**src/rtl/kwdt_pkg.sv**
```systemverilog
package kwdt_pkg;
  localparam int unsigned DATA_W = 8;

  localparam logic [DATA_W-1:0] KEY_ARM  = 8'h55;
  localparam logic [DATA_W-1:0] KEY_KICK = 8'hAA;

  typedef enum logic [1:0] {
    ADDR_KEY  = 2'd0,
    ADDR_CTRL = 2'd1,
    ADDR_CNT  = 2'd2,
    ADDR_ARM  = 2'd3
  } addr_e;

  // Control register bit positions
  localparam int unsigned B_OVR  = 0;
  localparam int unsigned B_IEN  = 1;
  localparam int unsigned B_STAT = 2;
  localparam int unsigned B_DIS  = 3;
endpackage

```
**src/rtl/kwdt_key.sv**
```systemverilog
module kwdt_key
  import kwdt_pkg::*;
(
  input  logic              clk_i,
  input  logic              rst_ni,
  input  logic              key_wr_i,
  input  logic [DATA_W-1:0] key_i,
  input  logic              clr_i,
  output logic              armed_o,
  output logic              restart_o,
  output logic              bad_o
);
  logic armed_q;
  logic is_arm, is_kick;

  assign is_arm    = key_i == KEY_ARM;
  assign is_kick   = key_i == KEY_KICK;
  assign restart_o = key_wr_i && is_kick && armed_q;
  assign bad_o     = key_wr_i && !is_arm && !is_kick;
  assign armed_o   = armed_q;

  always_ff @(posedge clk_i or negedge rst_ni) begin
    if (!rst_ni)                  armed_q <= 1'b0;
    else if (clr_i || restart_o)  armed_q <= 1'b0;
    else if (key_wr_i && is_arm)  armed_q <= 1'b1;
  end

  assert_arm_R2: assert property (@(posedge clk_i) disable iff (!rst_ni)
    (key_wr_i && is_arm && !clr_i) |=> armed_q);
  assert_unarmed_kick_R4: assert property (@(posedge clk_i) disable iff (!rst_ni)
    (key_wr_i && is_kick && !armed_q) |=> !armed_q);
endmodule

```
**src/rtl/kwdt_ctrl.sv**
```systemverilog
module kwdt_ctrl
  import kwdt_pkg::*;
(
  input  logic              clk_i,
  input  logic              rst_ni,
  input  logic              wr_i,
  input  logic [DATA_W-1:0] wdata_i,
  input  logic              restart_i,
  input  logic              to_irq_i,
  output logic              ovr_o,
  output logic              ien_o,
  output logic              dis_o,
  output logic              stat_n_o
);
  logic ovr_q, ien_q, dis_q, stat_n_q;

  always_ff @(posedge clk_i or negedge rst_ni) begin
    if (!rst_ni) begin
      ovr_q <= 1'b1;
      ien_q <= 1'b0;
      dis_q <= 1'b0;
    end else if (wr_i) begin
      ovr_q <= ovr_q & ~wdata_i[B_OVR];  // clear-only
      ien_q <= wdata_i[B_IEN];
      dis_q <= wdata_i[B_DIS];
    end
  end

  // Status is active low and has no write path
  always_ff @(posedge clk_i or negedge rst_ni) begin
    if (!rst_ni)        stat_n_q <= 1'b1;
    else if (restart_i) stat_n_q <= 1'b1;
    else if (to_irq_i)  stat_n_q <= 1'b0;
  end

  assign ovr_o    = ovr_q;
  assign ien_o    = ien_q;
  assign dis_o    = dis_q;
  assign stat_n_o = stat_n_q;

  assert_ovr_sticky_R9: assert property (@(posedge clk_i) disable iff (!rst_ni)
    !ovr_q |=> !ovr_q);
  assert_stat_ro_R11: assert property (@(posedge clk_i) disable iff (!rst_ni)
    (!restart_i && !to_irq_i) |=> $stable(stat_n_q));
endmodule

```
**src/rtl/kwdt_cnt.sv**
```systemverilog
module kwdt_cnt #(
  parameter int unsigned CNT_W = 8
) (
  input  logic             clk_i,
  input  logic             rst_ni,
  input  logic             inc_i,
  input  logic             restart_i,
  input  logic             clr_i,
  output logic [CNT_W-1:0] cnt_o,
  output logic             at_max_o
);
  localparam logic [CNT_W-1:0] CNT_MAX = {CNT_W{1'b1}};

  logic [CNT_W-1:0] cnt_q;

  always_ff @(posedge clk_i or negedge rst_ni) begin
    if (!rst_ni)                 cnt_q <= '0;
    else if (clr_i || restart_i) cnt_q <= '0;
    else if (inc_i)              cnt_q <= cnt_q + 1'b1;  // wraps at max
  end

  assign cnt_o    = cnt_q;
  assign at_max_o = cnt_q == CNT_MAX;

  assert_restart_R3: assert property (@(posedge clk_i) disable iff (!rst_ni)
    restart_i |=> cnt_q == '0);
  assert_hold_R10: assert property (@(posedge clk_i) disable iff (!rst_ni)
    (!inc_i && !restart_i && !clr_i) |=> $stable(cnt_q));
endmodule

```
**src/rtl/kwdt_top.sv**
```systemverilog
module kwdt_top
  import kwdt_pkg::*;
#(
  parameter int unsigned CNT_W = 8
) (
  input  logic              clk_i,
  input  logic              rst_ni,
  input  logic              tick_i,
  input  logic              wr_en_i,
  input  logic [1:0]        wr_addr_i,
  input  logic [DATA_W-1:0] wr_data_i,
  input  logic [1:0]        rd_addr_i,
  output logic [DATA_W-1:0] rd_data_o,
  output logic              rst_req_o,
  output logic              irq_o
);
  logic key_wr, ctrl_wr;
  logic armed, restart, bad;
  logic ovr, ien, dis, stat_n;
  logic wd_en, inc, at_max, tmo, to_rst, to_irq, clr;
  logic [CNT_W-1:0] cnt;
  logic rst_req_q;

  assign key_wr  = wr_en_i && (wr_addr_i == ADDR_KEY);
  assign ctrl_wr = wr_en_i && (wr_addr_i == ADDR_CTRL);

  assign wd_en  = !(ovr && dis);
  assign inc    = tick_i && wd_en;
  // A key event in the same cycle takes priority over overflow
  assign tmo    = inc && at_max && !restart && !bad;
  assign to_rst = tmo && !ien;
  assign to_irq = tmo && ien;
  assign clr    = bad || to_rst;

  kwdt_key u_key (
    .clk_i     (clk_i),
    .rst_ni    (rst_ni),
    .key_wr_i  (key_wr),
    .key_i     (wr_data_i),
    .clr_i     (clr),
    .armed_o   (armed),
    .restart_o (restart),
    .bad_o     (bad)
  );

  kwdt_ctrl u_ctrl (
    .clk_i     (clk_i),
    .rst_ni    (rst_ni),
    .wr_i      (ctrl_wr),
    .wdata_i   (wr_data_i),
    .restart_i (restart),
    .to_irq_i  (to_irq),
    .ovr_o     (ovr),
    .ien_o     (ien),
    .dis_o     (dis),
    .stat_n_o  (stat_n)
  );

  kwdt_cnt #(.CNT_W(CNT_W)) u_cnt (
    .clk_i     (clk_i),
    .rst_ni    (rst_ni),
    .inc_i     (inc),
    .restart_i (restart),
    .clr_i     (clr),
    .cnt_o     (cnt),
    .at_max_o  (at_max)
  );

  always_ff @(posedge clk_i or negedge rst_ni) begin
    if (!rst_ni) rst_req_q <= 1'b0;
    else         rst_req_q <= clr;
  end

  always_comb begin
    rd_data_o = '0;
    unique case (rd_addr_i)
      ADDR_CTRL: begin
        rd_data_o[B_OVR]  = ovr;
        rd_data_o[B_IEN]  = ien;
        rd_data_o[B_STAT] = stat_n;
        rd_data_o[B_DIS]  = dis;
      end
      ADDR_CNT: rd_data_o = DATA_W'(cnt);
      ADDR_ARM: rd_data_o[0] = armed;
      default:  rd_data_o = '0;
    endcase
  end

  assign rst_req_o = rst_req_q;
  assign irq_o     = !stat_n;

  assert_badkey_R5: assert property (@(posedge clk_i) disable iff (!rst_ni)
    bad |=> (rst_req_o && !armed && cnt == '0));
  assert_to_rst_R7: assert property (@(posedge clk_i) disable iff (!rst_ni)
    to_rst |=> (rst_req_o && cnt == '0 && !armed));
  assert_to_irq_R8: assert property (@(posedge clk_i) disable iff (!rst_ni)
    to_irq |=> (irq_o && !rst_req_o && cnt == '0));
  assert_locked_R10: assert property (@(posedge clk_i) disable iff (!rst_ni)
    (!ovr && tick_i && !restart && !bad && !at_max) |=> cnt == $past(cnt) + 1'b1);
  assert_pulse_R5: assert property (@(posedge clk_i) disable iff (!rst_ni)
    !clr |=> !rst_req_o);
endmodule

```
**config.mk**
```make
export PLATFORM = sky130hd
export DESIGN_NAME = kwdt_top
export DESIGN_NICKNAME = d
export VERILOG_FILES = /design/src/rtl/kwdt_pkg.sv /design/src/rtl/kwdt_key.sv /design/src/rtl/kwdt_ctrl.sv /design/src/rtl/kwdt_cnt.sv /design/src/rtl/kwdt_top.sv
export SDC_FILE = /design/constraint.sdc
export NUM_CORES = 1
export LEC_CHECK = 0
export BUFFER_PORTS_ARGS = -buffer_cell sky130_fd_sc_hd__buf_2
export CORE_MARGIN = 5
export CORE_UTILIZATION = 46
export DETAILED_ROUTE_END_ITERATION = 16
export PLACE_DENSITY = 0.72
export SLEW_MARGIN = 20
export SYNTH_ARGS = -nofsm -noshare
export SYNTH_HDL_FRONTEND = slang
export SYNTH_SLANG_ARGS = --single-unit
```
**constraint.sdc**
```tcl
create_clock -name clk_i -period 1.3 [get_ports clk_i]
set_input_delay 0.26 -clock clk_i [delete_from_list [all_inputs] [get_ports clk_i]]
set_output_delay 0.26 -clock clk_i [all_outputs]
set_load 0.1 [all_outputs]
```
Word level (Yosys, flattened, before mapping)
Index checks and enable logic that the tools add are counted.
Storage, ports and cells
  register bits: 14
  bits in latches: 0
  RAM bits: 0
  bits in read-only memories: 0
  bits of input ports: 16
  output and inout port bits: 10
  logic and storage cells: 53
  memories: 0
Operators by class
  add/sub/neg operators: 1
  $mul: 0
  div/mod/pow operators: 0
  $lt $le $gt $ge: 0
  equality and inequality tests: 7
  shifts and indexed selects: 0
  mux-type cells: 9
  bitwise logic cells: 2
  reduce and logical (&&, ||, !) cells: 27
Operator list (count)
  == test 8 bit (second input constant): 2
  two-way mux 8 bit: 2
  logical AND 1 bit: 14
  adder 8 x 1 -> 8 bit (second input constant): 1
  == test 8 x 7 -> 1 bit (second input constant): 1
  zero test 1 bit: 7
  one-hot mux 3 bit (2 select lines): 1
  nonzero test 2 bit: 3
  == test 2 x 1 -> 1 bit (second input constant): 2
  == test 2 bit (second input constant): 2
  two-way mux 1 bit: 4
  two-way mux 4 bit: 1
  one-hot mux 1 bit (3 select lines): 1
  zero test 2 bit: 1
  logical OR 1 bit: 2
  AND 1 bit: 1
  NOT 1 bit: 1

Logic depth before layout (Yosys ltp)
Gate-level depths: netlist of the first run.
  depth after elaboration: 11
  gate-level depth with buffers: 5
  mapped depth without buffers: 5

Modules after synthesis
A second synthesis of the first run with hierarchy kept.
Second synthesis, totals
  cell total of the unflattened synthesis: 89
  area, all modules: 920.9 um2
By module, submodules not included
  kwdt_cnt: times used 1, cells each 40, area each 394.1 um2, seq. area each 200.2 um2
  kwdt_top: times used 1, cells each 27, area each 232.7 um2, seq. area each 25.0 um2
  kwdt_key: times used 1, cells each 13, area each 150.1 um2, seq. area each 25.0 um2
  kwdt_ctrl: times used 1, cells each 9, area each 143.9 um2, seq. area each 102.6 um2

Worst setup path before layout of the first run
No wires, ideal clock.
  kind: in2out
  from: in rd_addr_i[0]
  to: out rd_data_o[2]
  data arrival time: 2.010 ns
  required time: 1.040 ns
  slack: -0.970 ns
  stages: 4
  buffers on the path: 0
  path through: inv_1 -> ha_1 -> a22oi_1 -> nor2b_1
Between the ends
  word-level cells in the longest chain between the ends: 2
  elaborated cells between the ends (all ways): 3
  classes of those cells: eq/ne (2); mux (1)
Ends and longest elaborated chain
  start: declaration: RTL line kwdt_top.sv:12  | input logic [1:0] rd_addr_i,
  == test 2 bit or == test 2 x 1 -> 1 bit (tied branches): RTL line kwdt_top.sv:76  | unique case (rd_addr_i)
  one-hot mux 3 bit (2 select lines) *: RTL line kwdt_top.sv:76
  end: declaration: RTL line kwdt_top.sv:13  | output logic [DATA_W-1:0] rd_data_o,
Every way passes the cells marked *; elsewhere a longest branch is shown, timed or not.

Worst setup path in the final report of the first run
  from: reg u_ctrl.ovr_q (netlist: u_ctrl.ovr_o)
  to: out rd_data_o[0]
Between the ends
  word-level cells in the longest chain between the ends: 1
Ends and longest elaborated chain
  start: declaration: RTL line kwdt_ctrl.sv:15  | logic ovr_q, ien_q, dis_q, stat_n_q;
  start signal: assignment: RTL line kwdt_ctrl.sv:23  | ovr_q <= ovr_q & ~wdata_i[B_OVR];
  one-hot mux 1 bit (3 select lines): RTL line kwdt_top.sv:76
No other way between the ends.

==> results.sh, run 1 <==
export IMPL_period_needed_ns=1.67
export IMPL_worst_path_buf_inv=2
export IMPL_antenna_violating_nets_post_route=0
export IMPL_antenna_diode_count=0
export IMPL_yosysWarningCount=0
export IMPL_max_stage_delay_ns=0.57
export IMPL_place_detailed_hpwl_mm=1.94
export IMPL_htree_num_levels=1
export IMPL_layout_drive_gt1_share_pct=71.8
export IMPL_largest_fanout_on_the_critical_path=2
export IMPL_rsz_0062_raised_after_global_routing="true"
export IMPL_critPathLaunchType="flip-flop"
export IMPL_fillCellCount=58
export IMPL_critical_path_arrival_ns=1.41
export IMPL_finish_utilization_pct=93.4
export IMPL_cpLargestDelayFamily="flip-flops"
export IMPL_endpoint_kind="output port"
export IMPL_chipHeight_um=55.1
export IMPL_timing_worst_slew_pin_value_ns=0.333
export IMPL_design_portCount=26
export IMPL_fp_dieArea_sq_um=3030
export IMPL_drt_initial_drc_count=49
export IMPL_synthesis_nets=112
export IMPL_cell_area_synth_sq_um=935
export IMPL_r2r_end="rst_req_o$_DFF_PN0_"
export IMPL_peak_clock_frequency_supported_by_timing_mhz=599
export IMPL_clock_skew_ns=0.000546
export IMPL_power_density_nw_per_um2=1010
export IMPL_area_of_the_multi_input_gates_sq_um=761
export IMPL_setup_reg_to_reg_worst_slack_ns=-0.17
export IMPL_min_path_type="primary input to flip-flop"
export IMPL_grtUsageTotal_pct=25.1
export IMPL_portBuffers=25
export IMPL_finalWeightedCongestion=0.762
export IMPL_layout_cells_most_common="buf_4"
export IMPL_timing_max_cap_violations=0
export IMPL_clk_pin_slew_ns=0.09
export IMPL_numPlacedInstances=162
export IMPL_grt_overflow_total=0
export IMPL_syn_area_per_cell_sq_um=10.3
export IMPL_worstHoldPathCells=2
export IMPL_violations="setup timing"
export IMPL_holdWs_ns=0.231
export IMPL_cts_sinks=14
export IMPL_cts_inserted_buffers=3
export IMPL_final_setup_tns_ns=-2.11
export IMPL_fp_coreArea_sq_um=1940
export IMPL_worst_ep_required_time_ns=1.04
export IMPL_ys_types=35
export IMPL_setup_worst_path_class="flip-flop to output port"
export IMPL_floorplan_initialDensity_pct=48.1
export IMPL_regArea_sq_um=358
export IMPL_via_count_of_the_first_global_routing_pass=1122
export IMPL_min_delay_worst_endpoint="u_ctrl.dis_o$_DFFE_PN0P_"
export IMPL_finalHoldViolations=0
export IMPL_cts_path_max_buffers=2
export IMPL_total_wire_length_after_detailed_routing_mm=4.00
export IMPL_cts_tree="done"
export IMPL_cts_root_buffer_cell="clkbuf_4"
export IMPL_drt_pass1_iterations=4
export IMPL_area_growth_pct=94.0
export IMPL_die_width_um=55.1
export IMPL_r2r_start="u_cnt.cnt_o[6]$_DFFE_PN0P_"
export IMPL_wire_length_of_the_first_global_routing_pass_mm=5.24
export IMPL_ff2ff_path_depth=5
export IMPL_setup_viol=17
export IMPL_synth_seq_area_share_pct=37.8
export IMPL_layout_cells_non_filler=183
export IMPL_cell_breakdown_of_the_critical_path="a222oi_1 -> buf_4 -> nor2_4 -> buf_12"
export IMPL_count_of_pins_over_their_slew_limit=0
export IMPL_maxSlewHeadroom_pct=77.8
export IMPL_synthesis_instances=91
export IMPL_remaining_drc_errors=0
export IMPL_avgRoutedWirePerCell_um=21.8
export IMPL_layout_cells_most_common_list="buf_4 (26), buf_2 (13), buf_6 (10), buf_12 (10)"
export IMPL_synth_ff_latch_count=14
export IMPL_hold_start="wr_data_i[3]"
export IMPL_number_of_placement_rows=16
export IMPL_num_nets_final=178
export IMPL_grt_max_degree=15
export IMPL_clock_latency_ns=0.30
export IMPL_ir_drop_worst_vdd_mv=1.47
export IMPL_antenna_found_initial=0
export IMPL_routed_via_count=1059
export IMPL_routed_via_density=5.79
export IMPL_timing_final_crit_share_pct=128
export IMPL_timing_final_ws_setup_ns=-0.370
export IMPL_power_leakage_nw=0.771
export IMPL_status="finished, violations left"
export IMPL_total_power_mw=1.83
export IMPL_cp_slowest_cell="dfstp_2"
-- worst reg2reg max path: stages (launching register included) --
cell,delay [ns]
dfrtp_1,0.42
buf_4,0.14
nand3b_1,0.18
nor4_4,0.37
nor2b_1,0.11
o21ai_1,0.17
-- layout make-up --
class | count | share of cell area [%]
Tap cell | 27 | 1.86
Sequential cell | 14 | 19.7
Timing Repair Buffer | 61 | 33.0
Inverter | 5 | 1.45
Multi-Input combinational cell | 72 | 42.0
Clock buffer | 4 | 2.00
-- power by group --
part / total (mW) / switching, mW / internal [mW]
clock network: 0.334 / 0.163 / 0.171
logic: 0.868 / 0.445 / 0.423
registers: 0.632 / 0.120 / 0.511
-- Yosys cell counts (all sizes together) --
library cell	n	area (sq um)
a21bo	1	10.0
a21boi	1	11.3
a21oi	1	5.00
a222oi	1	10.0
a22oi	3	22.5
and2	5	31.3
and3	1	6.26
and4	1	8.76
dfrtp	12	300
dfstp	2	52.6
ha	5	62.6
inv	5	18.8
mux2	2	22.5
mux2i	1	10.0
nand2	4	15.0
nand3	4	25.0
nand3b	2	15.0
nand4	3	18.8
nand4bb	4	61.3
nor2	13	51.3
nor2b	4	25.0
nor3	2	21.3
nor3b	1	12.5
nor4	1	12.5
o21a	1	7.51
o21ai	2	13.8
o22ai	1	12.5
o32a	1	10.0
xnor2	2	17.5
xor2	5	43.8
-- per-layer routing --
metal  wire length [um]  GRT usage (%)
met1               1600           28.0
met2               1960           41.3
met3                313           5.63
met4                120           19.0
met5                  0              0
-- stage by stage --
step	area [sq um]	setup WS [ns]
2_1_floorplan	982	-0.106
3_3_place_gp	1400	-0.325
3_5_place_dp	1400	-0.395
4_1_cts	1670	-0.341
5_1_grt	1810	-0.430
6_report	1810	-0.370
-- kinds of logic (layout without fill, tap and decap cells) --
group / Yosys count / count (layout) / synth area share, %
buf+inv: 5 / 70 / 2.01
flops: 14 / 14 / 37.8
xor+xnor: 7 / 7 / 6.56
compound gates: 12 / 12 / 11.0
fa+ha+maj: 5 / 5 / 6.69
simple gates: 45 / 45 / 32.5
mux: 3 / 3 / 3.48
-- worst max-delay path by stage --
stage                               startpoint            to  slack, ns  cells after the start
finish                u_ctrl.ovr_o$_DFFE_PN1P_  rd_data_o[0]      -0.37                      4
global route        u_cnt.cnt_o[0]$_DFFE_PN0P_  rd_data_o[0]      -0.43                      4
CTS                  u_key.armed_o$_DFFE_PN0P_  rd_data_o[0]      -0.34                      4
detailed placement                rd_addr_i[1]  rd_data_o[0]      -0.40                      7
global placement                  rd_addr_i[1]  rd_data_o[0]      -0.32                      7
floorplan                         rd_addr_i[0]  rd_data_o[1]      -0.11                      3
-- timing repair --
item / 4_1_cts / 5_1_grt
gates cloned: 0 / 0
pin swaps: 13 / 13
endpoints found under the hold margin: 12 / 0
setup buffers: 9 / 9
resized for setup: 37 / 27
setup endpoints to repair: 18 / 20
hold buffers: 1 / 0
-- registers in the layout, summed over array words and instances (netlist names) --
register	count
u_cnt.cnt_o	8
u_ctrl.ovr_o	1
u_ctrl.ien_o	1
u_key.armed_o	1
rst_req_o	1
u_ctrl.stat_n_o	1
u_ctrl.dis_o	1
Power figures use the tool's default switching activity.
==> run 2: changes to the inputs <==
==> constraint.sdc (replaced) <==
create_clock -name clk_i -period 1.3 [get_ports clk_i]
set_input_delay 0.13 -clock clk_i [delete_from_list [all_inputs] [get_ports clk_i]]
set_output_delay 0.13 -clock clk_i [all_outputs]
set_load 0.1 [all_outputs]
==> run 2 against run 1 <==
Net effect: the flow still finishes with violations (setup timing); global-route usage fell by 0.78 points; count of clock-buffer cells in the layout did not move; setup slack improved by 0.17 ns; largest cell class unchanged; clock skew up 0.00057 ns; die area stayed put; clock power increased by 2%; critical path type unchanged; critical path depth did not move; register-to-register slack better by 0.09 ns; sequential share of layout area is 1.4 points higher.
==> results.sh, run 2 (same netlist as run 1, synthesis figures left out) <==
export IMPL_grt_max_degree=15
export IMPL_min_path_type="primary input to flip-flop"
export IMPL_endpoint_kind="output port"
export IMPL_design_portCount=26
export IMPL_cts_sinks=14
export IMPL_total_power_mw=1.82
export IMPL_via_count_of_the_first_global_routing_pass=1032
export IMPL_fp_dieArea_sq_um=3030
export IMPL_cts_tree="done"
export IMPL_wire_length_of_the_first_global_routing_pass_mm=5.01
export IMPL_layout_cells_most_common="buf_4"
export IMPL_routed_via_count=1017
export IMPL_regArea_sq_um=355
export IMPL_final_setup_tns_ns=-0.726
export IMPL_timing_max_cap_violations=0
export IMPL_number_of_placement_rows=16
export IMPL_chipHeight_um=55.1
export IMPL_timing_final_ws_setup_ns=-0.200
export IMPL_power_density_nw_per_um2=1080
export IMPL_place_detailed_hpwl_mm=2.03
export IMPL_setup_worst_path_class="flip-flop to output port"
export IMPL_area_of_the_multi_input_gates_sq_um=681
export IMPL_cts_path_max_buffers=2
export IMPL_area_growth_pct=80.1
export IMPL_antenna_diode_count=0
export IMPL_die_width_um=55.1
export IMPL_htree_num_levels=1
export IMPL_maxSlewHeadroom_pct=67.9
export IMPL_timing_worst_slew_pin_value_ns=0.485
export IMPL_violations="setup timing"
export IMPL_timing_final_crit_share_pct=115
export IMPL_critical_path_arrival_ns=1.37
export IMPL_finalWeightedCongestion=0.783
export IMPL_worst_ep_required_time_ns=1.17
export IMPL_status="finished, violations left"
export IMPL_layout_cells_most_common_list="buf_4 (26), buf_2 (16), nor2_1 (10), buf_6 (10), dfrtp_1 (10)"
export IMPL_grtUsageTotal_pct=24.4
export IMPL_period_needed_ns=1.50
export IMPL_drt_pass1_iterations=4
export IMPL_num_nets_final=178
export IMPL_holdWs_ns=0.0925
export IMPL_rsz_0062_raised_after_global_routing="true"
export IMPL_power_leakage_nw=0.757
export IMPL_clock_skew_ns=0.00112
export IMPL_total_wire_length_after_detailed_routing_mm=3.34
export IMPL_fillCellCount=94
export IMPL_cts_inserted_buffers=3
export IMPL_cts_root_buffer_cell="clkbuf_4"
export IMPL_drt_initial_drc_count=30
export IMPL_routed_via_density=5.56
export IMPL_antenna_violating_nets_post_route=0
export IMPL_clk_pin_slew_ns=0.09
export IMPL_floorplan_initialDensity_pct=48.1
export IMPL_antenna_found_initial=0
export IMPL_remaining_drc_errors=0
export IMPL_clock_latency_ns=0.30
export IMPL_ir_drop_worst_vdd_mv=1.14
export IMPL_count_of_pins_over_their_slew_limit=0
export IMPL_fp_coreArea_sq_um=1940
export IMPL_setup_viol=13
export IMPL_critPathLaunchType="flip-flop"
export IMPL_avgRoutedWirePerCell_um=18.2
export IMPL_layout_drive_gt1_share_pct=62.8
export IMPL_peak_clock_frequency_supported_by_timing_mhz=667
export IMPL_largest_register_ff_count=8
export IMPL_finalHoldViolations=0
export IMPL_largest_fanout_on_the_critical_path=2
export IMPL_grt_overflow_total=0
export IMPL_portBuffers=25
-- run 2: cell counts in the layout (fill, tap and decap cells not counted) --
No cell type changed its count.
-- run 2: layer usage --
metal	up-vias	share of wire, %	track usage (%)	wire (um)
met2	56	50	41.1	1660
met1	495	39	29.1	1310
met4	0	3.6	14.2	121
met3	11	7.2	3.75	241
met5	-	0	0	0
li1	455	-	-	-
-- run 2: critical path: stages (launching register included) --
cell and delay, ns:
dfrtp_1 0.39, a222oi_1 0.31, buf_4 0.18, nor2_4 0.03, buf_12 0.16
-- run 2: layout make-up --
type	instances	area share, %
sequential	14	21.1
multi-input combinational	72	40.4
inverter	5	1.12
clock buffer	4	2.16
timing repair buffer	61	33.2
tap	27	2.01
-- run 2: repair_timing --
action                                  CTS  global route
endpoints found under the setup margin   20            18
endpoints found under the hold margin    14             0
setup buffers                             7             8
gates resized for setup                  29             8
pin swaps                                 7             9
hold buffers                              1             0
-- run 2: worst paths after layout --
path / startpoint / to / slack, ns / cells past startpoint
worst min register to register: u_ctrl.stat_n_o$_DFFE_PN1P_ / u_ctrl.stat_n_o$_DFFE_PN1P_ / 0.54 / 1
max in group asynchronous: rst_ni / u_ctrl.ovr_o$_DFFE_PN1P_ / 0.77 / 2
worst max register to register: u_ctrl.ien_o$_DFFE_PN0P_ / rst_req_o$_DFF_PN0_ / -0.08 / 4
worst min-delay path: wr_data_i[3] / u_ctrl.dis_o$_DFFE_PN0P_ / 0.09 / 2
min in group asynchronous: rst_ni / u_cnt.cnt_o[1]$_DFFE_PN0P_ / 0.24 / 2
worst max-delay path: u_key.armed_o$_DFFE_PN0P_ / rd_data_o[0] / -0.20 / 4
-- run 2: per-stage QoR --
stage	instances	instance area [sq um]	util (%)	setup slack [ns]
after floorplan	91	965	-	-0.233
after global placement	164	1390	71.4	-0.0718
after detailed placement	164	1390	71.4	-0.133
after CTS	176	1610	82.9	-0.197
after global routing	183	1680	86.7	-0.271
final	183	1680	86.7	-0.200
-- run 2: power breakdown --
group | switching (mW) | internal, mW
Clock | 0.169 | 0.171
Sequential | 0.0867 | 0.510
Combinational | 0.434 | 0.453
